[config.mk]
export PLATFORM = sky130hd
export DESIGN_NAME = afs_dual_view_fifo
export DESIGN_NICKNAME = d
export VERILOG_FILES = /design/src/rtl/afs_pkg.sv /design/src/rtl/afs_ring_ram.sv /design/src/rtl/afs_view_xlat.sv /design/src/rtl/afs_in_ctrl.sv /design/src/rtl/afs_out_ctrl.sv /design/src/rtl/afs_dual_view_fifo.sv
export SDC_FILE = /design/constraint.sdc
export NUM_CORES = 2
export LEC_CHECK = 0
export ABC_AREA = 1
export BUFFER_PORTS_ARGS = -buffer_cell sky130_fd_sc_hd__buf_4
export CAP_MARGIN = 5
export CORE_MARGIN = 5
export CORE_UTILIZATION = 58
export CTS_BUF_LIST = sky130_fd_sc_hd__clkbuf_4 sky130_fd_sc_hd__clkbuf_8
export CTS_CLUSTER_DIAMETER = 60
export DETAILED_ROUTE_END_ITERATION = 8
export PLACE_DENSITY = 0.85
export SKIP_LAST_GASP = 1
export SLEW_MARGIN = 20
export SYNTH_ARGS = -nofsm -noshare
export SYNTH_HDL_FRONTEND = slang
export SYNTH_HIERARCHICAL = 1
export SYNTH_SLANG_ARGS = --single-unit
[constraint.sdc]
create_clock -name clk -period 7 [get_ports clk]
set_clock_uncertainty 0.1 [all_clocks]
set_input_delay 0.35 -clock clk [delete_from_list [all_inputs] [get_ports clk]]
set_output_delay 0.35 -clock clk [all_outputs]
set_load 0.005 [all_outputs]
[src/rtl/afs_pkg.sv]
package afs_pkg;
    typedef enum logic {
        VIEW_NORMAL = 1'b0,
        VIEW_SMART  = 1'b1
    } view_e;
endpackage

[src/rtl/afs_ring_ram.sv]
module afs_ring_ram #(
    parameter int W     = 16,
    parameter int DEPTH = 32,
    parameter int AW    = 5
) (
    input  logic          clk,
    input  logic          rst,
    input  logic          we,
    input  logic [AW-1:0] waddr,
    input  logic [W-1:0]  wdata,
    input  logic          re,
    input  logic [AW-1:0] raddr,
    output logic [W-1:0]  rdata
);
    logic [W-1:0] mem_q [DEPTH];
    logic [W-1:0] rdata_q;

    // read-before-write: a same-cycle read returns the previous word
    always_ff @(posedge clk) begin
        if (rst) begin
            for (int i = 0; i < DEPTH; i++) mem_q[i] <= '0;
            rdata_q <= '0;
        end else begin
            if (we) mem_q[waddr] <= wdata;
            if (re) rdata_q <= mem_q[raddr];
        end
    end

    assign rdata = rdata_q;
endmodule

[src/rtl/afs_view_xlat.sv]
module afs_view_xlat #(
    parameter int BLOCKS = 8,
    parameter int BLOCK  = 4,
    parameter int BW     = 3,
    parameter int OW     = 2,
    parameter int PAW    = 5
) (
    input  logic                 smart,
    input  logic [BW+OW-1:0]     addr,
    input  logic [BW-1:0]        base_blk,
    output logic [PAW-1:0]       phys_addr
);
    import afs_pkg::*;

    localparam bit POW2 = (BLOCKS & (BLOCKS - 1)) == 0;

    view_e         mode;
    logic [BW-1:0] k;
    logic [OW-1:0] off;
    logic [BW-1:0] rot;
    logic [BW-1:0] blk;

    assign mode = smart ? VIEW_SMART : VIEW_NORMAL;
    assign k    = addr[BW+OW-1:OW];
    assign off  = addr[OW-1:0];

    generate
        if (POW2) begin : g_pow2
            assign rot = base_blk - k;
        end else begin : g_any
            logic [BW:0] wide;
            assign wide = {1'b0, base_blk} + (BW+1)'(BLOCKS) - {1'b0, k};
            assign rot  = (k > base_blk) ? wide[BW-1:0] : base_blk - k;
        end
    endgenerate

    assign blk       = (mode == VIEW_SMART) ? rot : k;
    assign phys_addr = PAW'(blk) * PAW'(BLOCK) + PAW'(off);
endmodule

[src/rtl/afs_in_ctrl.sv]
module afs_in_ctrl #(
    parameter int BLOCKS = 8,
    parameter int BLOCK  = 4,
    parameter int BW     = 3,
    parameter int OW     = 2,
    parameter int PAW    = 5,
    parameter int CW     = 4
) (
    input  logic           clk,
    input  logic           rst,
    input  logic           adc_valid,
    input  logic           rd_req,
    input  logic           rd_smart,
    input  logic [BW-1:0]  rd_k,
    output logic           wr_en,
    output logic [PAW-1:0] wr_addr,
    output logic [BW-1:0]  newest_blk,
    output logic           blk_ready,
    output logic           rd_zero
);
    typedef struct packed {
        logic [BW-1:0] fill_blk;
        logic [OW-1:0] fill_off;
        logic [CW-1:0] done_cnt;
        logic          ready;
        logic          rd_zero;
    } in_st_t;

    in_st_t st_d, st_q;

    always_comb begin
        st_d         = st_q;
        st_d.ready   = 1'b0;
        st_d.rd_zero = rd_req && rd_smart && (CW'(rd_k) >= st_q.done_cnt);
        if (adc_valid) begin
            if (st_q.fill_off == OW'(BLOCK - 1)) begin
                st_d.fill_off = '0;
                st_d.fill_blk = (st_q.fill_blk == BW'(BLOCKS - 1)) ? '0
                              : st_q.fill_blk + BW'(1);
                st_d.ready    = 1'b1;
                if (st_q.done_cnt != CW'(BLOCKS))
                    st_d.done_cnt = st_q.done_cnt + CW'(1);
            end else begin
                st_d.fill_off = st_q.fill_off + OW'(1);
            end
        end
    end

    always_ff @(posedge clk) begin
        if (rst) st_q <= '0;
        else     st_q <= st_d;
    end

    assign wr_en      = adc_valid;
    assign wr_addr    = PAW'(st_q.fill_blk) * PAW'(BLOCK) + PAW'(st_q.fill_off);
    assign newest_blk = (st_q.fill_blk == '0) ? BW'(BLOCKS - 1) : st_q.fill_blk - BW'(1);
    assign blk_ready  = st_q.ready;
    assign rd_zero    = st_q.rd_zero;

    // the ready pulse comes from an accepted sample and a one-step block advance
    a_r3_ready_advance: assert property (@(posedge clk) disable iff (rst)
        st_q.ready |-> ($past(adc_valid) &&
            st_q.fill_blk == (($past(st_q.fill_blk) == BW'(BLOCKS - 1)) ? '0
                              : $past(st_q.fill_blk) + BW'(1))));
    // no sample, no movement of the fill position
    a_r2_hold_idle: assert property (@(posedge clk) disable iff (rst)
        !adc_valid |=> ($stable(st_q.fill_blk) && $stable(st_q.fill_off)));
    // completed-block count saturates at the ring size
    a_r6_done_bound: assert property (@(posedge clk) disable iff (rst)
        st_q.done_cnt <= CW'(BLOCKS));
endmodule

[src/rtl/afs_out_ctrl.sv]
module afs_out_ctrl #(
    parameter int BLOCKS = 8,
    parameter int BLOCK  = 4,
    parameter int BW     = 3,
    parameter int OW     = 2,
    parameter int PAW    = 5,
    parameter int CW     = 4
) (
    input  logic           clk,
    input  logic           rst,
    input  logic           host_we,
    input  logic [PAW-1:0] host_phys,
    input  logic           dac_req,
    output logic [BW-1:0]  next_blk,
    output logic           rd_en,
    output logic [PAW-1:0] rd_addr,
    output logic           dac_valid,
    output logic           underrun
);
    typedef struct packed {
        logic [BW-1:0] wblk;
        logic [BW-1:0] rblk;
        logic [OW-1:0] roff;
        logic [CW-1:0] pend;
        logic          valid;
        logic          underrun;
    } out_st_t;

    out_st_t st_d, st_q;

    logic           commit;
    logic           consume;
    logic           drain;
    logic [PAW-1:0] last_addr;

    always_comb begin
        last_addr = PAW'(st_q.wblk) * PAW'(BLOCK) + PAW'(BLOCK - 1);
        commit    = host_we && (host_phys == last_addr) && (st_q.pend != CW'(BLOCKS));
        consume   = dac_req && (st_q.pend != '0);
        drain     = consume && (st_q.roff == OW'(BLOCK - 1));

        st_d       = st_q;
        st_d.valid = consume;
        if (dac_req && st_q.pend == '0) st_d.underrun = 1'b1;
        if (consume) begin
            if (drain) begin
                st_d.roff = '0;
                st_d.rblk = (st_q.rblk == BW'(BLOCKS - 1)) ? '0 : st_q.rblk + BW'(1);
            end else begin
                st_d.roff = st_q.roff + OW'(1);
            end
        end
        if (commit)
            st_d.wblk = (st_q.wblk == BW'(BLOCKS - 1)) ? '0 : st_q.wblk + BW'(1);
        case ({commit, drain})
            2'b10:   st_d.pend = st_q.pend + CW'(1);
            2'b01:   st_d.pend = st_q.pend - CW'(1);
            default: st_d.pend = st_q.pend;
        endcase
    end

    always_ff @(posedge clk) begin
        if (rst) st_q <= '0;
        else     st_q <= st_d;
    end

    assign next_blk  = st_q.wblk;
    assign rd_en     = consume;
    assign rd_addr   = PAW'(st_q.rblk) * PAW'(BLOCK) + PAW'(st_q.roff);
    assign dac_valid = st_q.valid;
    assign underrun  = st_q.underrun;

    // pending count never exceeds the ring
    a_r8_pend_bound: assert property (@(posedge clk) disable iff (rst)
        st_q.pend <= CW'(BLOCKS));
    // a full ring freezes the host fill block
    a_r8_full_freeze: assert property (@(posedge clk) disable iff (rst)
        (st_q.pend == CW'(BLOCKS)) |=> $stable(st_q.wblk));
    // request on an empty ring gives no sample and raises the flag
    a_r10_empty_req: assert property (@(posedge clk) disable iff (rst)
        (dac_req && st_q.pend == '0) |=> (!st_q.valid && st_q.underrun));
    // the flag is sticky until reset
    a_r10_sticky: assert property (@(posedge clk) disable iff (rst)
        st_q.underrun |=> st_q.underrun);
endmodule

[src/rtl/afs_dual_view_fifo.sv]
module afs_dual_view_fifo #(
    parameter int SAMPLE_W = 16,
    parameter int BLOCK    = 4,
    parameter int BLOCKS   = 8,
    localparam int BW      = $clog2(BLOCKS),
    localparam int OW      = $clog2(BLOCK),
    localparam int HAW     = BW + OW,
    localparam int DEPTH   = BLOCKS * BLOCK,
    localparam int PAW     = $clog2(DEPTH),
    localparam int CW      = $clog2(BLOCKS + 1)
) (
    input  logic                clk,
    input  logic                rst,
    input  logic                adc_valid,
    input  logic [SAMPLE_W-1:0] adc_sample,
    output logic                in_blk_ready,
    input  logic                hin_re,
    input  logic                hin_smart,
    input  logic [HAW-1:0]      hin_addr,
    output logic [SAMPLE_W-1:0] hin_rdata,
    input  logic                hout_we,
    input  logic                hout_smart,
    input  logic [HAW-1:0]      hout_addr,
    input  logic [SAMPLE_W-1:0] hout_wdata,
    input  logic                dac_req,
    output logic                dac_valid,
    output logic [SAMPLE_W-1:0] dac_sample,
    output logic                out_underrun
);
    logic                in_we;
    logic [PAW-1:0]      in_waddr;
    logic [BW-1:0]       in_newest;
    logic                in_zero;
    logic [PAW-1:0]      in_raddr;
    logic [SAMPLE_W-1:0] in_rdata;

    logic [BW-1:0]       out_next;
    logic [PAW-1:0]      out_waddr;
    logic                out_re;
    logic [PAW-1:0]      out_raddr;
    logic [SAMPLE_W-1:0] out_rdata;

    afs_in_ctrl #(.BLOCKS(BLOCKS), .BLOCK(BLOCK), .BW(BW), .OW(OW), .PAW(PAW), .CW(CW)) in_ctrl_i (
        .clk(clk), .rst(rst), .adc_valid(adc_valid),
        .rd_req(hin_re), .rd_smart(hin_smart), .rd_k(hin_addr[HAW-1:OW]),
        .wr_en(in_we), .wr_addr(in_waddr), .newest_blk(in_newest),
        .blk_ready(in_blk_ready), .rd_zero(in_zero)
    );

    afs_view_xlat #(.BLOCKS(BLOCKS), .BLOCK(BLOCK), .BW(BW), .OW(OW), .PAW(PAW)) in_xlat_i (
        .smart(hin_smart), .addr(hin_addr), .base_blk(in_newest), .phys_addr(in_raddr)
    );

    afs_ring_ram #(.W(SAMPLE_W), .DEPTH(DEPTH), .AW(PAW)) in_ram_i (
        .clk(clk), .rst(rst), .we(in_we), .waddr(in_waddr), .wdata(adc_sample),
        .re(hin_re), .raddr(in_raddr), .rdata(in_rdata)
    );

    assign hin_rdata = in_zero ? '0 : in_rdata;

    afs_view_xlat #(.BLOCKS(BLOCKS), .BLOCK(BLOCK), .BW(BW), .OW(OW), .PAW(PAW)) out_xlat_i (
        .smart(hout_smart), .addr(hout_addr), .base_blk(out_next), .phys_addr(out_waddr)
    );

    afs_out_ctrl #(.BLOCKS(BLOCKS), .BLOCK(BLOCK), .BW(BW), .OW(OW), .PAW(PAW), .CW(CW)) out_ctrl_i (
        .clk(clk), .rst(rst), .host_we(hout_we), .host_phys(out_waddr),
        .dac_req(dac_req), .next_blk(out_next), .rd_en(out_re), .rd_addr(out_raddr),
        .dac_valid(dac_valid), .underrun(out_underrun)
    );

    afs_ring_ram #(.W(SAMPLE_W), .DEPTH(DEPTH), .AW(PAW)) out_ram_i (
        .clk(clk), .rst(rst), .we(hout_we), .waddr(out_waddr), .wdata(hout_wdata),
        .re(out_re), .raddr(out_raddr), .rdata(out_rdata)
    );

    assign dac_sample = dac_valid ? out_rdata : '0;

    // a valid output sample always follows a request
    a_r9_valid_after_req: assert property (@(posedge clk) disable iff (rst)
        dac_valid |-> $past(dac_req));
endmodule

==> metrics.txt <==
status=finished clean; IR drop worst, VDD=192 uV; Max Freq=0.231 GHz; Top-Level Pins=85; Syn Area/Cell=between 9 and 10 sq um; register area share after synthesis=0.639; Setup crit end kind=flip-flop; Reg2Reg Launch Point=out_ctrl_i/next_blk[0]$_SDFFE_PP0P_; share of layout cells above drive strength 1=0.107; die span in x=303 um; die area=~92000 sq um; CTS buffer count=166; power density over the cells=around 260 nW/um^2; 1st-pass router iterations=7; post-CTS sizing=0; PortBufs=84; global-route wire length before repair=204000 um; Yosys reg bits=between 1000 and 1500; post-CTS setup buffer count=0; Die Y=303 um; worst hold path endpoint=in_ram_i/mem_q[0][1]$_SDFFCE_PN0P_; CTS max path bufs=3; predominant post-synthesis flop cell=edfxtp_1; final net count=5191; initial detailed-routing violation count=5321; synthesized cell area=49900 sq um; grt ovf=0; placed cell count=6084; root buf cell=clkbuf_8; DR vias/cell=just under 6; worst hold stages=4; Area Growth Syn to Fin=7.71%; CTS tree=yes; Setup TNS=0 ns; r2r endpoint=out_ram_i/mem_q[14][9]$_SDFFCE_PN0P_; Mapped Cells=5219; post-synthesis cell type count=35; Synth area leaders=edfxtp_1, nand2_1, nand3_1, nor2_1, dfxtp_1; fin crit share=0.619; max_cap viols=0; Total GRT Usage=0.291; LEAKAGE=roughly 22 nW; via count=38100; Synth async-reset ratio=0; Hold WC Path Type=in2reg; Slew Viols, Final=0; Num Clock Sinks=1081; worst-path fanout max=17; Initial Util=0.585; unrepaired setup endpoints after global routing=no; HPWL after DPL=80100 um; Residual DRC=0; Core Area=85300 sq um; endpoints failing hold=0; largest area contributor in the netlist=edfxtp_1; crit start category=flip-flop; clock latency on the worst-skew pair=0.82 ns; Relative slew margins=0.200; worst-margin pin slew=1.20 ns; DRT antenna net count=0; DR WL/cell=about 21 um; largest net degree at the start of global routing=approximately 250; syn nets=5292; Data arrival, critical path=4.67 ns; Worst Path Required=7.34 ns; R2R setup slack=2.67 ns; Post-synth EDFFs=1024; Placer Congestion=approximately 0.92; most common cell in the synthesized netlist=nand2_1; fill count=6407; num rows=roughly 110; Setup violations, final=0; vias in the first global route=36200; H-tree Lvls=4; Crit Path Category=reg2reg; YS warnings=6; clk slew on worst S/H paths=0.06 ns; fin crit period=4.33 ns; top post-synthesis cells by count=nand2_1, nor2_1, edfxtp_1, nand3_1, clkbuf_1; Worst Hold Launch=adc_sample[1]; Finished Layout Cells=6388; share of the synthesized area in the top cell type=0.616; initial antenna violation count=2; final wirelength=136000 um; Reg2Reg Depth=8
timing repair:
action,in CTS,in global routing
hold buffers,10,0
setup endpoints to repair,0,0
endpoints found under the hold margin,41,0
critical path, stage by stage, from the launching register on:
cell     delay (ns)
dfxtp_1        0.39
inv_1          0.07
ha_1           0.19
fa_1           0.43
o21ai_1        0.69
inv_1          0.33
nor3_2         0.74
nand2_2        0.38
nand2_1        0.64
worst max path at each step:
stage | start | end | slack [ns] | depth (start not counted)
after floorplan | out_ctrl_i/next_blk[0]$_SDFFE_PP0P_ | out_ram_i/mem_q[12][0]$_SDFFCE_PN0P_ | 3.71 | 10
after global placement | hout_addr[2] | out_ram_i/mem_q[14][13]$_SDFFCE_PN0P_ | 2.88 | 8
after detailed placement | hout_addr[2] | out_ram_i/mem_q[14][2]$_SDFFCE_PN0P_ | 2.77 | 8
after CTS | out_ctrl_i/next_blk[0]$_SDFFE_PP0P_ | out_ram_i/mem_q[14][9]$_SDFFCE_PN0P_ | 2.79 | 8
after global routing | out_ctrl_i/next_blk[0]$_SDFFE_PP0P_ | out_ram_i/mem_q[14][9]$_SDFFCE_PN0P_ | 2.55 | 8
final | out_ctrl_i/next_blk[0]$_SDFFE_PP0P_ | out_ram_i/mem_q[14][9]$_SDFFCE_PN0P_ | 2.67 | 8
per-stage QoR:
stage	total power, mW	setup WS (ns)	util	hold WS (ns)	cell area (sq um)
3_3_place_gp	8.56	2.88	0.590	0.341	50300
5_1_grt	14.2	2.55	0.631	0.0673	53800
4_1_cts	13.8	2.79	0.631	0.0359	53800
6_report	13.8	2.67	0.631	0.105	53800
2_1_floorplan	8.19	3.71	-	0.312	49900
3_5_place_dp	8.60	2.77	0.590	0.370	50300
cell families (layout without fill, tap and decap cells):
family	Yosys count	in the layout	synth area share
other	0	1	0
adder cells (fa/ha/maj)	23	23	0.00621
AND/OR/NAND/NOR	3468	3468	0.293
XOR/XNOR	4	4	0.000702
flip-flops	1081	1081	0.639
buffers and inverters	553	577	0.0527
AO/OA/AOI/OAI	90	90	0.00912
area by class of cell:
cell class | instances | area, sq um | area share
antenna | 1 | 2.50 | 0.0000465
timing repair buffer | 145 | 1140 | 0.0213
clock buffer | 248 | 2980 | 0.0554
inverter | 139 | 541 | 0.0101
tap | 1144 | 1430 | 0.0266
clock inverter | 45 | 353 | 0.00656
sequential | 1081 | 31900 | 0.593
multi-input combinational | 3585 | 15400 | 0.287
layout by cell type, fill, tap and decap left out, types with 3 or more instances in the layout:
cell,n
nor3_4,6
ha_1,20
nand2_2,68
dfxtp_1,54
clkbuf_8,180
nor3_2,12
nand3_1,837
nor2_4,6
nand2_1,1453
inv_4,3
buf_4,132
dlygate4sd3_1,10
inv_1,124
nor2_1,1035
nand4_1,8
inv_2,9
xnor2_1,3
inv_8,5
edfxtp_1,1024
inv_12,3
o21ai_1,4
nor2_2,30
o21ai_0,41
nand3_2,6
inv_6,4
clkinv_2,11
fa_1,3
a21oi_1,41
clkinv_1,19
clkbuf_4,69
power by group:
part	total (mW)	internal [mW]	switching, mW
sequential	7.39	7.30	0.0912
clock	5.29	2.82	2.47
combinational	1.12	0.256	0.860
state kept, by name, summed over array words and instances, names as in the netlist:
register and cells:
out_ctrl_i/next_blk 3, out_ctrl_i/underrun 1, in_ctrl_i/rd_zero 1, in_ram_i/rdata 16, in_ram_i/mem_q 512, out_ram_i/mem_q 512, out_ram_i/rdata 16, in_ctrl_i/st_q 9
out_ctrl_i/st_q 9, out_ctrl_i/dac_valid 1, in_ctrl_i/blk_ready 1
metal layers:
layer / global-route usage / share of wire / vias up
li1: - / - / 17100
met1: 0.377 / 0.34 / 17700
met2: 0.464 / 0.46 / 2781
met3: 0.0624 / 0.13 / 574
met4: 0.162 / 0.066 / 2
met5: 0 / 0.000088 / -
Note: power is estimated with default switching activity, not from simulation.
